<file path="src/rtl/range_sar_pkg.sv">
package range_sar_pkg;
  localparam int unsigned STEPS        = 14;
  localparam int unsigned COARSE_STEPS = 6;
  localparam int unsigned RES_W        = 12;
  localparam int unsigned CODE_W       = RES_W + 2;
  localparam int unsigned WT_W         = RES_W + 1;
  localparam int unsigned STEP_W       = $clog2(STEPS);

  typedef enum logic [1:0] {ST_IDLE, ST_CONV, ST_FIN} conv_state_e;

  // radix < 2: each weight <= sum of later weights + 1
  function automatic logic [WT_W-1:0] step_weight(input int unsigned idx);
    case (idx)
      0:  return WT_W'(1810);
      1:  return WT_W'(1000);
      2:  return WT_W'(560);
      3:  return WT_W'(320);
      4:  return WT_W'(180);
      5:  return WT_W'(100);
      6:  return WT_W'(56);
      7:  return WT_W'(32);
      8:  return WT_W'(18);
      9:  return WT_W'(10);
      10: return WT_W'(6);
      11: return WT_W'(4);
      12: return WT_W'(2);
      default: return WT_W'(1);
    endcase
  endfunction
endpackage

</file>
<file path="src/rtl/sar_weight_file.sv">
module sar_weight_file
  import range_sar_pkg::*;
(
  input  logic [STEP_W-1:0]           step_i,
  output logic [STEPS-1:0][WT_W-1:0]  wt_all_o,
  output logic [WT_W-1:0]             wt_sel_o
);
  for (genvar g = 0; g < STEPS; g++) begin : g_wt
    if (g < COARSE_STEPS) begin : g_coarse
      assign wt_all_o[g] = step_weight(g);
    end else begin : g_fine
      assign wt_all_o[g] = step_weight(g);
    end
  end

  always_comb begin
    wt_sel_o = '0;
    for (int i = 0; i < STEPS; i++)
      if (step_i == STEP_W'(i)) wt_sel_o = wt_all_o[i];
  end
endmodule

</file>
<file path="src/rtl/sar_sequencer.sv">
module sar_sequencer
  import range_sar_pkg::*;
(
  input  logic              clk_i,
  input  logic              rst_ni,
  input  logic              start_i,
  input  logic              range_cmp_i,
  input  logic              sar_cmp_i,
  input  logic [WT_W-1:0]   wt_sel_i,
  output logic [STEP_W-1:0] step_o,
  output logic [STEPS-1:0]  bits_o,
  output logic [WT_W-1:0]   acc_o,
  output logic [WT_W-1:0]   dac_o,
  output logic              gain_x4_o,
  output logic              finish_o
);
  localparam logic [STEP_W-1:0] LAST = STEP_W'(STEPS - 1);

  conv_state_e       state_q;
  logic [STEP_W-1:0] step_q;
  logic [STEPS-1:0]  bits_q;
  logic [WT_W-1:0]   acc_q;
  logic              gain_q;

  always_ff @(posedge clk_i or negedge rst_ni) begin
    if (!rst_ni) begin
      state_q <= ST_IDLE;
      step_q  <= '0;
      bits_q  <= '0;
      acc_q   <= '0;
      gain_q  <= 1'b0;
    end else begin
      unique case (state_q)
        ST_IDLE: if (start_i) begin
          gain_q  <= range_cmp_i;
          step_q  <= '0;
          bits_q  <= '0;
          acc_q   <= '0;
          state_q <= ST_CONV;
        end
        ST_CONV: begin
          bits_q[step_q] <= sar_cmp_i;
          if (sar_cmp_i) acc_q <= acc_q + wt_sel_i;
          if (step_q == LAST) state_q <= ST_FIN;
          else                step_q  <= step_q + 1'b1;
        end
        default: state_q <= ST_IDLE;
      endcase
    end
  end

  assign step_o    = step_q;
  assign bits_o    = bits_q;
  assign acc_o     = acc_q;
  assign gain_x4_o = gain_q;
  assign finish_o  = (state_q == ST_FIN);
  assign dac_o     = (state_q == ST_CONV) ? acc_q + wt_sel_i : '0;


  gain_hold_chk: assert property (@(posedge clk_i) disable iff (!rst_ni)
    (state_q != ST_IDLE && $past(state_q) != ST_IDLE) |-> $stable(gain_q));

  step_adv_chk: assert property (@(posedge clk_i) disable iff (!rst_ni)
    (state_q == ST_CONV && step_q != LAST) |=> (step_q == $past(step_q) + 1'b1));

  no_restart_chk: assert property (@(posedge clk_i) disable iff (!rst_ni)
    (state_q == ST_CONV && step_q != LAST) |=> (state_q == ST_CONV));
endmodule

</file>
<file path="src/rtl/sar_code_merge.sv">
module sar_code_merge
  import range_sar_pkg::*;
(
  input  logic [STEPS-1:0]           bits_i,
  input  logic [STEPS-1:0][WT_W-1:0] wt_all_i,
  input  logic                       gain_x4_i,
  output logic [WT_W-1:0]            sum_o,
  output logic [CODE_W-1:0]          code_o
);
  localparam logic [WT_W-1:0] FULL = WT_W'((1 << RES_W) - 1);

  logic [RES_W-1:0] res;

  always_comb begin
    sum_o = '0;
    for (int i = 0; i < STEPS; i++)
      if (bits_i[i]) sum_o = sum_o + wt_all_i[i];
  end

  assign res    = (sum_o > FULL) ? FULL[RES_W-1:0] : sum_o[RES_W-1:0];
  assign code_o = gain_x4_i ? {2'b00, res} : {res, 2'b00};
endmodule

</file>
<file path="src/rtl/range_sar_ctrl.sv">
module range_sar_ctrl
  import range_sar_pkg::*;
(
  input  logic              clk_i,
  input  logic              rst_ni,
  input  logic              start_i,
  input  logic              range_cmp_i,
  input  logic              sar_cmp_i,
  output logic [WT_W-1:0]   dac_trial_o,
  output logic              gain_x4_o,
  output logic [CODE_W-1:0] code_o,
  output logic              valid_o
);
  logic [STEP_W-1:0]          step;
  logic [STEPS-1:0]           bits;
  logic [WT_W-1:0]            acc, wt_sel, sum;
  logic [STEPS-1:0][WT_W-1:0] wt_all;
  logic                       finish;
  logic [CODE_W-1:0]          code_d, code_q;
  logic                       valid_q;

  sar_weight_file u_wf (
    .step_i   (step),
    .wt_all_o (wt_all),
    .wt_sel_o (wt_sel)
  );

  sar_sequencer u_seq (
    .clk_i       (clk_i),
    .rst_ni      (rst_ni),
    .start_i     (start_i),
    .range_cmp_i (range_cmp_i),
    .sar_cmp_i   (sar_cmp_i),
    .wt_sel_i    (wt_sel),
    .step_o      (step),
    .bits_o      (bits),
    .acc_o       (acc),
    .dac_o       (dac_trial_o),
    .gain_x4_o   (gain_x4_o),
    .finish_o    (finish)
  );

  sar_code_merge u_merge (
    .bits_i    (bits),
    .wt_all_i  (wt_all),
    .gain_x4_i (gain_x4_o),
    .sum_o     (sum),
    .code_o    (code_d)
  );

  always_ff @(posedge clk_i or negedge rst_ni) begin
    if (!rst_ni) begin
      code_q  <= '0;
      valid_q <= 1'b0;
    end else begin
      valid_q <= finish;
      if (finish) code_q <= code_d;
    end
  end

  assign code_o  = code_q;
  assign valid_o = valid_q;


  valid_pulse_chk: assert property (@(posedge clk_i) disable iff (!rst_ni)
    valid_q |=> !valid_q);

  x4_top_zero_chk: assert property (@(posedge clk_i) disable iff (!rst_ni)
    (valid_q && gain_x4_o) |-> (code_q[CODE_W-1:CODE_W-2] == 2'b00));

  unity_low_zero_chk: assert property (@(posedge clk_i) disable iff (!rst_ni)
    (valid_q && !gain_x4_o) |-> (code_q[1:0] == 2'b00));

  acc_match_chk: assert property (@(posedge clk_i) disable iff (!rst_ni)
    finish |-> (sum == acc));

  code_hold_chk: assert property (@(posedge clk_i) disable iff (!rst_ni)
    !$past(finish) |-> $stable(code_q));
endmodule

</file>
<file path="config.mk">
export PLATFORM = sky130hd
export DESIGN_NAME = range_sar_ctrl
export DESIGN_NICKNAME = d
export VERILOG_FILES = /design/src/rtl/range_sar_pkg.sv /design/src/rtl/sar_weight_file.sv /design/src/rtl/sar_sequencer.sv /design/src/rtl/sar_code_merge.sv /design/src/rtl/range_sar_ctrl.sv
export SDC_FILE = /design/constraint.sdc
export NUM_CORES = 1
export LEC_CHECK = 0
export BUFFER_PORTS_ARGS = -buffer_cell sky130_fd_sc_hd__buf_2
export CORE_MARGIN = 5
export CORE_UTILIZATION = 55
export CTS_BUF_LIST = sky130_fd_sc_hd__clkbuf_16
export DETAILED_ROUTE_END_ITERATION = 16
export GPL_TIMING_DRIVEN = 1
export PLACE_DENSITY = 0.73
export SLEW_MARGIN = 15
export SYNTH_ARGS = -nofsm -noshare
export SYNTH_HDL_FRONTEND = slang
export SYNTH_SLANG_ARGS = --single-unit
</file>
<file path="constraint.sdc">
create_clock -name clk_i -period 9 [get_ports clk_i]
set_input_delay 0.9 -clock clk_i [delete_from_list [all_inputs] [get_ports clk_i]]
set_output_delay 0.9 -clock clk_i [all_outputs]
set_load 0.05 [all_outputs]
</file>
==> impl_results.md <==
* Achievable clock frequency at 155.0 MHz
* Post-cts resize count at 0
* Endpoint class of the critical path: flop
* Final hold vios at 0
* First-pass GRT wire length at 21350 µm
* Setup bufs post-CTS at 0
* Simple-gate share of the synthesized area at 21.51%
* Vias in the first global route at 4557
* Post-Route WL at 12320 µm
* Post-CTS Hold Fix Bufs at 0
* Mapped Area at 5630 µm²
* H-tree levels at 2
* Final setup violation count at 0
* Die area at 12360 µm²
* Hold Path Class: reg2reg
* Core area at 10140 µm²
* I/O Pins at 34
* Syn nets at 703
* Die W at 111.2 µm
* 1st-pass router iterations at 5
* Initial Util at 55.53%
* Met3 global-route usage at 2.456%
* Grt total ovfl at 0
* Total GRT Usage at 19.94%
* Worst Path Max Fanout at 22
* Setup crit start kind: flop
* Post-Synth XOR/XNOR Area at 16.76%
* Unrepaired setup endpoints after global routing: false
* Via density at 5.984
* Flop2flop setup slack at 2550 ps
* Ordered list of cells on the worst path: inv_1 > ha_1 > nor3b_1 > o221a_1 > o32ai_2 > xnor2_2 > xor2_2 > ha_1 > nand2_1 > xnor3_1 > xnor2_1 > nor2_1 > o21bai_1 > mux2_2 > nor3b_2 > xnor2_2 > nor3_4 > nor2_4 > a31oi_1
* Data required, critical path at 9140 ps
* Post-synthesis mux area share at 6.333%
* Area grow syn2layout at 5.200%
* Post-layout util at 58.42%
* Kind of critical path: reg2reg
* CP max stage delay at 830 ps
* Root Buffer: clkbuf_16
* Std cell rows at 37
* Syn_area_per_cell at 8.429 µm²
* Worst Tran Pin Value at 1127 ps
* Arrival @ worst endpoint at 6590 ps
* Clock Path Buffers at 2
* CTS tree: yes
* Worst-Skew Late Latency at 290 ps
* Initial DRC Count at 295
* Clk_skew at 3.856 ps
* DRC viols at 0
* Antenna diodes at 0
* Period utilization at 71.69%
* Compound-Gate Fraction of Synth Area at 21.84%
* Clk pin slew, worst setup/hold paths at 60 ps
* Ratio of cells with drive above 1 in the final layout at 13.19%
* Fillers at 903
* Die height at 111.2 µm
* Clk sinks at 49
* Global route hottest layer: met2
* Final net count at 709
* Post-synthesis sequential area ratio at 21.78%
* Max Cap Viol at 0
* Vias at 4853
* Post-synth ARST share at 100.0%
* Sequential cell area at 1226 µm²
* Area of the multi-input gates at 4134 µm²
* Met1 Track Usage GR at 27.16%
* Setup TNS Final at 0 ps
* Antenna-violating nets left at 0
* Slowest CP cell: dfrtp_1
* Initial antenna violation count at 0
* Most frequent cell after synthesis: nor2_1
* Slew margin rel. at 24.39%
* I/O Buffers at 33
* Total CTS buffers at 5
* Yosys reg bits at 49
* Outcome: completed
* Cell type with the highest aggregate area in the netlist: dfrtp_1
* Ys Warns at 0
* EDFF count, synth at 0
* Adder-cell area share of the yosys netlist at 6.978%
* Largest cells by area after synthesis: dfrtp_1 22%, xnor2_1 6.8%, ha_1 6.4%, nor2_1 4.5%, xor2_1 3.9%
* Area share of the largest cell type after synthesis at 21.78%
* Post-DP HPWL at 9201 µm
* Syn Inst Count at 668
* Top cells by instance count after synthesis: 68 x nor2_1, 51 x nand2_1, 49 x dfrtp_1
* Shortest period the worst path allows at 6452 ps
* Final Max Tran Viols at 0
* Netlist cell types at 88
* GR Util met2 at 33.09%
* Main synth FF type: dfrtp_1
* Routed WL per cell at 15.19 µm
* Largest family of logic cells by synthesized area: compound AO/OA/AOI/OAI gates
* Largest net degree at the start of global routing at 50
* Gpl congestion at 0.8259
## cell families after synthesis
logic type	count (synthesis)
AO/OA/AOI/OAI	173
multiplexers	32
adder cells (fa/ha/maj)	31
XOR/XNOR	85
buffers and inverters	57
AND/OR/NAND/NOR	241
flip-flops	49
## metrics by stage
step / cells / cell area, µm² / hold slack (ps) / setup slack (ps)
after detailed placement: 803 / 5786 / 503.5 / 2628
final: 811 / 5923 / 512.4 / 2548
after global routing: 811 / 5923 / 532.3 / 2027
after CTS: 811 / 5923 / 518.4 / 2576
after floorplan: 668 / 5630 / 485.1 / 4101
after global placement: 803 / 5786 / 497.9 / 2923
## path summary, 6_finish.rpt
path                            startpoint         endpoint  cells after the start
setup / recovery           u_seq.bits_o[1]        code_o[3]                     19
max in group asynchronous           rst_ni   u_seq.acc_o[6]                      2
hold reg to reg            u_seq.acc_o[10]  u_seq.acc_o[10]                      1
min in group asynchronous           rst_ni       code_o[11]                      2
setup reg to reg           u_seq.bits_o[1]        code_o[3]                     19
hold / removal             u_seq.acc_o[10]  u_seq.acc_o[10]                      1
## critical path, delay by kind of cell, from the launching register on
kind / cells / cell delay, ps
compound gates: 4 / 810
xor+xnor: 5 / 2060
fa+ha+maj: 2 / 790
buf+inv: 1 / 300
flops: 1 / 830
mux: 1 / 370
simple gates: 6 / 1130
## metal layers
metal | vias to the layer above | part of all wire [%]
met5 | - | 0
met4 | 0 | 1.9
met3 | 16 | 3.8
met2 | 108 | 48
met1 | 2302 | 47
li1 | 2427 | -
## area by class of cell
class	instances	share of cell area, %
clock inverter	3	0.2112
timing repair buffer	34	2.915
multi-input combinational	562	69.79
clock buffer	5	2.112
inverter	22	1.394
tap	136	2.873
sequential	49	20.70
## layout by cell type (no fill, tap or decap), types with 5 or more instances in the layout
cell | synthesis | final
nor3_1 | 16 | 16
xnor2_1 | 44 | 44
and3_1 | 7 | 7
o21bai_1 | 10 | 10
clkbuf_16 | 0 | 5
nand2_1 | 51 | 51
xor2_1 | 25 | 25
nor3b_1 | 6 | 6
nand3b_1 | 8 | 8
and2_1 | 11 | 11
nor2_1 | 68 | 68
mux2_2 | 16 | 16
nor2b_1 | 10 | 10
mux2i_1 | 14 | 14
a31oi_1 | 18 | 18
ha_1 | 29 | 29
o21ai_0 | 39 | 38
o21a_1 | 5 | 5
a21oi_1 | 29 | 29
o2111ai_1 | 5 | 5
o211ai_1 | 5 | 5
inv_1 | 21 | 21
o31ai_1 | 8 | 8
nor4_1 | 6 | 6
dfrtp_1 | 49 | 49
nand2b_1 | 10 | 10
nand4_1 | 6 | 6
buf_2 | 6 | 33
nand3_1 | 27 | 27
## state kept, by name (all words and copies together) (netlist names)
signal and flops:
u_seq.bits_o 14, u_seq.state_q 2, valid_o 1, code_o 14, u_seq.acc_o 13, u_seq.gain_x4_o 1
u_seq.step_o 4
Power is not shown: default switching activity piles up to over one toggle a cycle in this logic, so the estimate is an artifact.
